$ cat src/rtl/scdac_pkg.sv
package scdac_pkg;

   // Sequencer phases; GAP is the all-open clock between switch phases
   typedef enum logic [2:0] {
      ST_IDLE   = 3'd0,
      ST_CLR    = 3'd1,
      ST_GAP    = 3'd2,
      ST_LOAD   = 3'd3,
      ST_SHARE  = 3'd4,
      ST_SAMPLE = 3'd5,
      ST_HOLD   = 3'd6
   } seq_st_t;

endpackage

$ cat src/rtl/scdac_phase_timer.sv
module scdac_phase_timer #(
   parameter int QUANTUM = 2
) (
   input  logic clk_i,
   input  logic rst_i,
   input  logic run_i,
   output logic last_o
);
   localparam int CNT_W = (QUANTUM > 1) ? $clog2(QUANTUM) : 1;
   localparam logic [CNT_W-1:0] LAST_CNT = CNT_W'(QUANTUM - 1);

   logic [CNT_W-1:0] cnt_q;

   // Final clock of a timed phase
   assign last_o = run_i && (cnt_q == LAST_CNT);

   always_ff @(posedge clk_i) begin
      if (rst_i || !run_i || last_o) begin
         cnt_q <= '0;
      end else begin
         cnt_q <= cnt_q + 1'b1;
      end
   end
endmodule

$ cat src/rtl/scdac_bit_shifter.sv
module scdac_bit_shifter #(
   parameter int CODE_W = 8
) (
   input  logic              clk_i,
   input  logic              rst_i,
   input  logic              load_i,
   input  logic [CODE_W-1:0] code_i,
   input  logic              adv_i,
   output logic              cur_bit_o,
   output logic              last_bit_o
);
   localparam int CNT_W = $clog2(CODE_W);
   localparam logic [CNT_W-1:0] TOP_IDX = CNT_W'(CODE_W - 1);

   logic [CODE_W-1:0] sh_q;
   logic [CNT_W-1:0]  idx_q;

   assign cur_bit_o  = sh_q[0];
   assign last_bit_o = (idx_q == TOP_IDX);

   always_ff @(posedge clk_i) begin
      if (rst_i) begin
         sh_q  <= '0;
         idx_q <= '0;
      end else if (load_i) begin
         sh_q  <= code_i;
         idx_q <= '0;
      end else if (adv_i) begin
         sh_q  <= sh_q >> 1;
         idx_q <= last_bit_o ? '0 : idx_q + 1'b1;
      end
   end
endmodule

$ cat src/rtl/scdac_seq.sv
module scdac_seq
   import scdac_pkg::*;
#(
   parameter int CODE_W  = 8,
   parameter int QUANTUM = 2
) (
   input  logic              clk_i,
   input  logic              rst_i,
   input  logic              start_i,
   input  logic [CODE_W-1:0] code_i,
   output logic              chg_sw_o,
   output logic              dis_sw_o,
   output logic              shr_sw_o,
   output logic              clr_sw_o,
   output logic              hold_o,
   output logic              done_o,
   output logic              busy_o
);
   // Elaboration-time parameter checks
   generate
      if (CODE_W < 4 || CODE_W > 16) begin : g_bad_code_w
         $error("scdac_seq: CODE_W must lie in 4..16");
      end
      if (QUANTUM < 1) begin : g_bad_quantum
         $error("scdac_seq: QUANTUM must be at least 1");
      end
   endgenerate

   seq_st_t state_q, state_d;
   seq_st_t after_q, after_d;
   logic    hold_q, hold_d;
   logic    timed, ph_last, accept, adv, cur_bit, bit_last;

   assign timed  = (state_q == ST_CLR) || (state_q == ST_LOAD) ||
                   (state_q == ST_SHARE) || (state_q == ST_SAMPLE);
   assign accept = start_i && ((state_q == ST_IDLE) || (state_q == ST_HOLD));
   assign adv    = (state_q == ST_SHARE) && ph_last;

   scdac_phase_timer #(.QUANTUM(QUANTUM)) u_timer (
      .clk_i  (clk_i),
      .rst_i  (rst_i),
      .run_i  (timed),
      .last_o (ph_last)
   );

   scdac_bit_shifter #(.CODE_W(CODE_W)) u_shift (
      .clk_i      (clk_i),
      .rst_i      (rst_i),
      .load_i     (accept),
      .code_i     (code_i),
      .adv_i      (adv),
      .cur_bit_o  (cur_bit),
      .last_bit_o (bit_last)
   );

   always_comb begin
      state_d = state_q;
      after_d = after_q;
      hold_d  = hold_q;
      unique case (state_q)
         ST_IDLE, ST_HOLD: state_d = accept ? ST_CLR : ST_IDLE;
         ST_CLR: begin
            if (ph_last) begin
               state_d = ST_GAP;
               after_d = ST_LOAD;
            end
         end
         ST_GAP: begin
            state_d = after_q;
            if (after_q == ST_SAMPLE) hold_d = 1'b0;
         end
         ST_LOAD: begin
            if (ph_last) begin
               state_d = ST_GAP;
               after_d = ST_SHARE;
            end
         end
         ST_SHARE: begin
            if (ph_last) begin
               state_d = ST_GAP;
               after_d = bit_last ? ST_SAMPLE : ST_LOAD;
            end
         end
         ST_SAMPLE: begin
            if (ph_last) begin
               state_d = ST_HOLD;
               hold_d  = 1'b1;
            end
         end
         default: state_d = ST_IDLE;
      endcase
   end

   always_ff @(posedge clk_i) begin
      if (rst_i) begin
         state_q <= ST_IDLE;
         after_q <= ST_IDLE;
         hold_q  <= 1'b0;
      end else begin
         state_q <= state_d;
         after_q <= after_d;
         hold_q  <= hold_d;
      end
   end

   // Switch controls decoded from registered state only
   assign clr_sw_o = (state_q == ST_CLR);
   assign chg_sw_o = (state_q == ST_LOAD) && cur_bit;
   assign dis_sw_o = (state_q == ST_LOAD) && !cur_bit;
   assign shr_sw_o = (state_q == ST_SHARE);
   assign hold_o   = hold_q;
   assign done_o   = (state_q == ST_HOLD);
   assign busy_o   = (state_q != ST_IDLE) && (state_q != ST_HOLD);
endmodule

$ cat config.mk
export PLATFORM = sky130hd
export DESIGN_NAME = scdac_seq
export DESIGN_NICKNAME = d
export VERILOG_FILES = /design/src/rtl/scdac_pkg.sv /design/src/rtl/scdac_phase_timer.sv /design/src/rtl/scdac_bit_shifter.sv /design/src/rtl/scdac_seq.sv
export SDC_FILE = /design/constraint.sdc
export NUM_CORES = 1
export LEC_CHECK = 0
export BUFFER_PORTS_ARGS = -buffer_cell sky130_fd_sc_hd__buf_4
export CAP_MARGIN = 20
export CORE_ASPECT_RATIO = 1.4
export CORE_UTILIZATION = 45
export CTS_CLUSTER_SIZE = 25
export DETAILED_ROUTE_END_ITERATION = 10
export GPL_TIMING_DRIVEN = 0
export HOLD_SLACK_MARGIN = 0.02
export PLACE_DENSITY = 0.66
export SLEW_MARGIN = 15
export SYNTH_ARGS = -nofsm -noshare
export SYNTH_HDL_FRONTEND = slang
export SYNTH_SLANG_ARGS = --single-unit
$ cat constraint.sdc
create_clock -name clk_i -period 1.5 [get_ports clk_i]
set_input_delay 0.3 -clock clk_i [delete_from_list [all_inputs] [get_ports clk_i]]
set_output_delay 0.3 -clock clk_i [all_outputs]
set_load 0.005 [all_outputs]
==> results of run 1 <==
synthesized netlist by cell type, drive strengths merged (3+ instances only):
cell type and instances:
o21ai 5, o41ai 7, buf 9, a31oi 8
nor3 7, nand2b 4, a21oi 3, mux2i 4
nand2 20, dfxtp 19, nor2b 3, nor2 7
where the power goes:
part	leakage [uW]	switching, uW	internal (uW)
sequential	0.000158	21.4	528
combinational	0.000389	92.5	94.4
clock	0.0000150	167	103
through the flow:
stage	utilization, %	area, um^2	std cells
after floorplan	-	1080	125
after global placement	55.3	1230	163
after detailed placement	55.3	1230	163
after CTS	62.4	1390	179
after global routing	63.8	1420	181
final	63.8	1420	181
sequential cells by signal (all words and copies together), names as in the netlist:
register,flops
u_shift.sh_q,8
after_q,3
state_q,3
u_shift.idx_q,3
hold_o,1
u_timer.cnt_q,1
final timing paths:
| check | depth (start not counted) | start | to | slack [ns] |
|---|---|---|---|---|
| setup reg to reg | 6 | state_q[1]$_SDFFE_PP0P_ | after_q[1]$_SDFFE_PP0P_ | 0.08 |
| setup / recovery | 3 | state_q[2]$_SDFFE_PP0P_ | chg_sw_o | 0.009 |
| hold reg to reg | 2 | u_shift.sh_q[6]$_SDFFE_PP0P_ | u_shift.sh_q[5]$_SDFFE_PP0P_ | 0.48 |
| hold / removal | 2 | rst_i | state_q[2]$_SDFFE_PP0P_ | 0.28 |
critical path: stages, from the launching register on:
cell and delay [ns]:
dfxtp_4 0.40, and2b_2 0.24, and3_4 0.15, buf_6 0.11
area by class of cell:
type                    instances  area, um^2  area share [%]
flip-flops and latches         19         392            27.6
inverters                       4        18.8            1.32
clock buffers                   4        26.3            1.85
repair buffers                 33         260            18.3
well taps                      22        27.5            1.94
plain buffers                   7        58.8            4.14
multi-input cells              92         638            44.9
timing repair:
action	in CTS	in global routing
pin swaps	3	3
gates resized for setup	11	8
endpoints found under the setup margin	6	8
setup buffers	13	4
logic make-up after synthesis:
kind of cell | synth area share (%)
XOR/XNOR | 4.04
AO/OA/AOI/OAI | 20.2
flip-flops | 35.1
adder cells (fa/ha/maj) | 2.31
buffers and inverters | 9.00
multiplexers | 3.69
AND/OR/NAND/NOR | 25.7
routing by layer:
layer | global-route usage, % | part of all wire (%)
met5 | 0 | 0
met1 | 26.9 | 39
met2 | 44.2 | 56
met4 | 8.04 | 1.0
met3 | 2.11 | 3.8
==> flow_summary.json, run 1 <==
{
  "dr.pass1.iters": 7,
  "cap_violations": 0,
  "final_common_cell": "buf_4",
  "wl_per_cell_um": 15.3,
  "final_cell_mix": "30 x buf_4, 19 x nand2_1, 16 x dfxtp_1",
  "critical_path_peak_fanout": 6,
  "ys_top_cells_by_area": "dfxtp_1 35%, nand2_1 6.9%, o41ai_1 5.7%, a31oi_1 4.6%, buf_6 4.2%",
  "htreeDepth": 1,
  "timing_hold_violations_final": 0,
  "synth_edf_count": 0,
  "worstSetupStartpointType": "flop",
  "clkLatencyLatePin_ns": 0.30,
  "fin_nets": 173,
  "cts_hold_buffers": 0,
  "drc": 6,
  "slew_headroom_pct": 77.0,
  "grt_pass1_vias": 998,
  "maxSlewViolCount": 0,
  "yosysTopAreaCellShare_pct": 35.1,
  "gp_congestion": 0.848,
  "netlist_area_um2": 1080,
  "synth_cell_type_count": 38,
  "areaGrowthSynthToFinish_pct": 31.0,
  "yosysWarnings": 0,
  "hpwl_mm": 1.89,
  "num_rows": 20,
  "core_um2": 2230,
  "clk_pin_slew_worst_paths_ns": 0.12,
  "violations": "design-rule violations",
  "hold_ws_ns": 0.280,
  "cts.sinks": 19,
  "crit_required_ns": 1.20,
  "syn_nets": 138,
  "start_util_pct": 48.7,
  "hp-class": "input pin to flop",
  "worstSetupPathType": "flop to output port",
  "syn-instance-count": 125,
  "nFillCells": 194,
  "power_density_nw_per_um2": 708,
  "grt_max_degree": 12,
  "ys.flop_type": "dfxtp_1",
  "ant_nets": 0,
  "async_reset_ff_share_pct": 0,
  "place_ws_ns": 0.118,
  "synth_seq_cells": 19,
  "fin_skew_ns": 0.00556,
  "worst_slack_ns": 0.00859,
  "grt_overflow": 0,
  "antenna_found_initial": 0,
  "grt_pass1_wl_mm": 4.53,
  "tightest_slew_ns": 0.341,
  "pin_count": 18,
  "setup_violations": 0,
  "drtIter0Drc": 37,
  "finalCritPeriodShare_pct": 99.4,
  "cp.arrival_ns": 1.19,
  "fin_crit_ns": 1.49,
  "die_area_um2": 2610,
  "n_antenna_cell": 0,
  "yosysTopAreaCell": "dfxtp_1",
  "cts_made_buffers": 3,
  "rsz0062_at_grt": "true",
  "ys_seq_area_share_pct": 35.1,
  "p_leak_uw": 0.000562,
  "grt_usage_pct": 23.4,
  "root_buffer": "clkbuf_4",
  "finalWirelength_mm": 2.77,
  "viasPerCell": 5.88,
  "die_h_um": 60.1,
  "post_synth.cell_area_avg_um2": 8.68,
  "ir_worst_vdd_uv": 383,
  "io_buffers": 16,
  "die_w_um": 43.5,
  "drive_above_1_share_pct": 34.0,
  "vias": 1065,
  "fmax_ghz": 0.671,
  "status": "finished, violations left",
  "end_kind": "output port",
  "finalSetupTns_ns": 0,
  "clockBufferDepth": 2,
  "cts_tree": "done",
  "power_uw": 1010
}
Note: power is estimated with default switching activity, not from simulation.
==> run 2, diff against run 1 <==
Settings changed: CORE_UTILIZATION 45 to 54, PLACE_DENSITY 0.66 to 0.77.
==> run 2 against run 1 <==
The flow now finishes without violations. Global-route usage grew 4.2 points. Power is 1.0% lower. Cell area down 0.79%. Worst hold slack got worse by 0.0078 ns. Non-clock buffer count down 3. Routed wire length fell by 7.0%. Combinational power about the same. Sequential share of layout area up 0.22 points. Worst setup slack worse by 0.0012 ns. Sequential power is essentially flat. Clock power fell by 3%. Critical endpoint unchanged. Largest power group unchanged.
==> flow_summary.json, run 2 (synthesis gave the netlist of run 1 again) <==
{
  "min_to": "after_q[0]$_SDFFE_PP0P_",
  "finalWirelength_mm": 2.58,
  "cap_violations": 0,
  "final_util_pct": 77.3,
  "final_cell_mix": "25 x buf_4, 19 x nand2_1, 16 x dfxtp_1",
  "rsz0062_at_grt": "true",
  "fin_nets": 170,
  "viasPerCell": 6.02,
  "antenna_found_initial": 0,
  "gp_congestion": 0.826,
  "critical_path_peak_fanout": 5,
  "pin_count": 18,
  "drc": 0,
  "hpwl_mm": 1.76,
  "worstSetupStartpointType": "flop",
  "start_util_pct": 59.5,
  "die_h_um": 55.0,
  "die_w_um": 39.9,
  "wl_per_cell_um": 14.7,
  "grt_overflow": 0,
  "clockBufferDepth": 2,
  "dr.pass1.iters": 4,
  "num_rows": 18,
  "die_area_um2": 2190,
  "areaGrowthSynthToFinish_pct": 30.0,
  "tightest_slew_ns": 0.353,
  "io_buffers": 16,
  "power_density_nw_per_um2": 706,
  "reg2reg_slack_ns": 0.16,
  "cts_hold_buffers": 0,
  "grt_pass1_wl_mm": 4.08,
  "multiInputGateArea_um2": 642,
  "root_buffer": "clkbuf_4",
  "ant_nets": 0,
  "timing.hold.worst.start": "rst_i",
  "fmax_ghz": 0.670,
  "worstSetupPathType": "flop to output port",
  "cp.arrival_ns": 1.19,
  "grt_usage_pct": 27.6,
  "grt_pass1_vias": 951,
  "vias": 1060,
  "place_ws_ns": 0.118,
  "final_common_cell": "buf_4",
  "end_kind": "output port",
  "drtIter0Drc": 22,
  "grt_max_degree": 12,
  "finalSetupTns_ns": 0,
  "status": "complete, no violations",
  "power_uw": 996,
  "setup_violations": 0,
  "worst_slack_ns": 0.00743,
  "cts_tree": "done",
  "cts.sinks": 19,
  "maxSlewViolCount": 0,
  "r2r_end": "u_shift.idx_q[0]$_SDFFE_PP0P_",
  "seq_area_um2": 392,
  "clk_pin_slew_worst_paths_ns": 0.11,
  "slew_headroom_pct": 76.1,
  "n_antenna_cell": 0,
  "top_register": "u_shift.sh_q",
  "ir_worst_vdd_uv": 565,
  "final_area_um2": 1410,
  "cts_made_buffers": 3,
  "min_path_cells": 2,
  "nFillCells": 132,
  "postPlaceCellArea_um2": 1230,
  "p_leak_uw": 0.000553,
  "crit_required_ns": 1.20,
  "htreeDepth": 1,
  "clkLatencyLatePin_ns": 0.31,
  "r2r_start": "state_q[0]$_SDFFE_PP0P_",
  "core_um2": 1820,
  "fin_skew_ns": 0.0108,
  "reg2reg_depth": 5,
  "drive_above_1_share_pct": 33.3,
  "timing_hold_violations_final": 0,
  "fin_crit_ns": 1.49,
  "largest_register_ffs": 8,
  "hp-class": "input pin to flop",
  "finalCritPeriodShare_pct": 99.5
}
run 2: cell types whose count changed in the layout (fill, tap and decap cells not counted), sizes merged:
cell | before | now
clkinvlp | 1 | 0
inv | 1 | 2
clkbuf | 6 | 5
buf | 38 | 36
run 2: final cells by class:
type | instances | area share (%)
well taps | 20 | 1.77
repair buffers | 30 | 17.8
multi-input cells | 92 | 45.5
clock buffers | 4 | 1.86
flip-flops and latches | 19 | 27.8
plain buffers | 7 | 4.17
inverters | 4 | 1.06
run 2: report_power, final:
part / total [uW] / leakage (uW) / switching [uW] / internal (uW)
logic: 186 / 0.000380 / 92.4 / 93.3
clock network: 262 / 0.0000150 / 158 / 104
registers: 549 / 0.000158 / 20.7 / 528
total: 996 / 0.000553 / 271 / 725
run 2: how the worst max path moves through the flow:
stage / slack [ns] / start / depth (start not counted) / endpoint
floorplan: 0.35 / state_q[0]$_SDFFE_PP0P_ / 3 / chg_sw_o
CTS: -0.04 / state_q[1]$_SDFFE_PP0P_ / 4 / shr_sw_o
detailed placement: 0.12 / state_q[0]$_SDFFE_PP0P_ / 4 / chg_sw_o
global route: -0.03 / state_q[2]$_SDFFE_PP0P_ / 4 / dis_sw_o
finish: 0.007 / state_q[2]$_SDFFE_PP0P_ / 3 / chg_sw_o
global placement: 0.13 / state_q[0]$_SDFFE_PP0P_ / 4 / chg_sw_o
run 2: stage by stage:
step / cells / hold WS, ns
after CTS: 175 / 0.270
final: 176 / 0.272
after detailed placement: 161 / 0.471
after global placement: 161 / 0.458
after floorplan: 125 / 0.449
after global routing: 176 / 0.279
run 2: metal layers:
| layer | routed length [um] | vias up | GRT usage [%] | part of all wire [%] |
|---|---|---|---|---|
| met5 | 0 | - | 0 | 0 |
| met1 | 1070 | 494 | 28.9 | 42 |
| met4 | 74 | 0 | 17.2 | 2.9 |
| met2 | 1310 | 38 | 50.0 | 51 |
| li1 | - | 521 | - | - |
| met3 | 117 | 7 | 2.80 | 4.5 |
run 2: critical path, cell delays in order (launching register included):
cell and delay, ns:
dfxtp_4 0.39, and2b_2 0.24, and3_4 0.15, buf_6 0.11
run 2: repair_timing:
item                                    CTS  global route
pin swaps                                 4             3
resized for setup                        19             4
gates cloned                              0             0
endpoints found under the setup margin    6             6
buffers inserted                         11             3
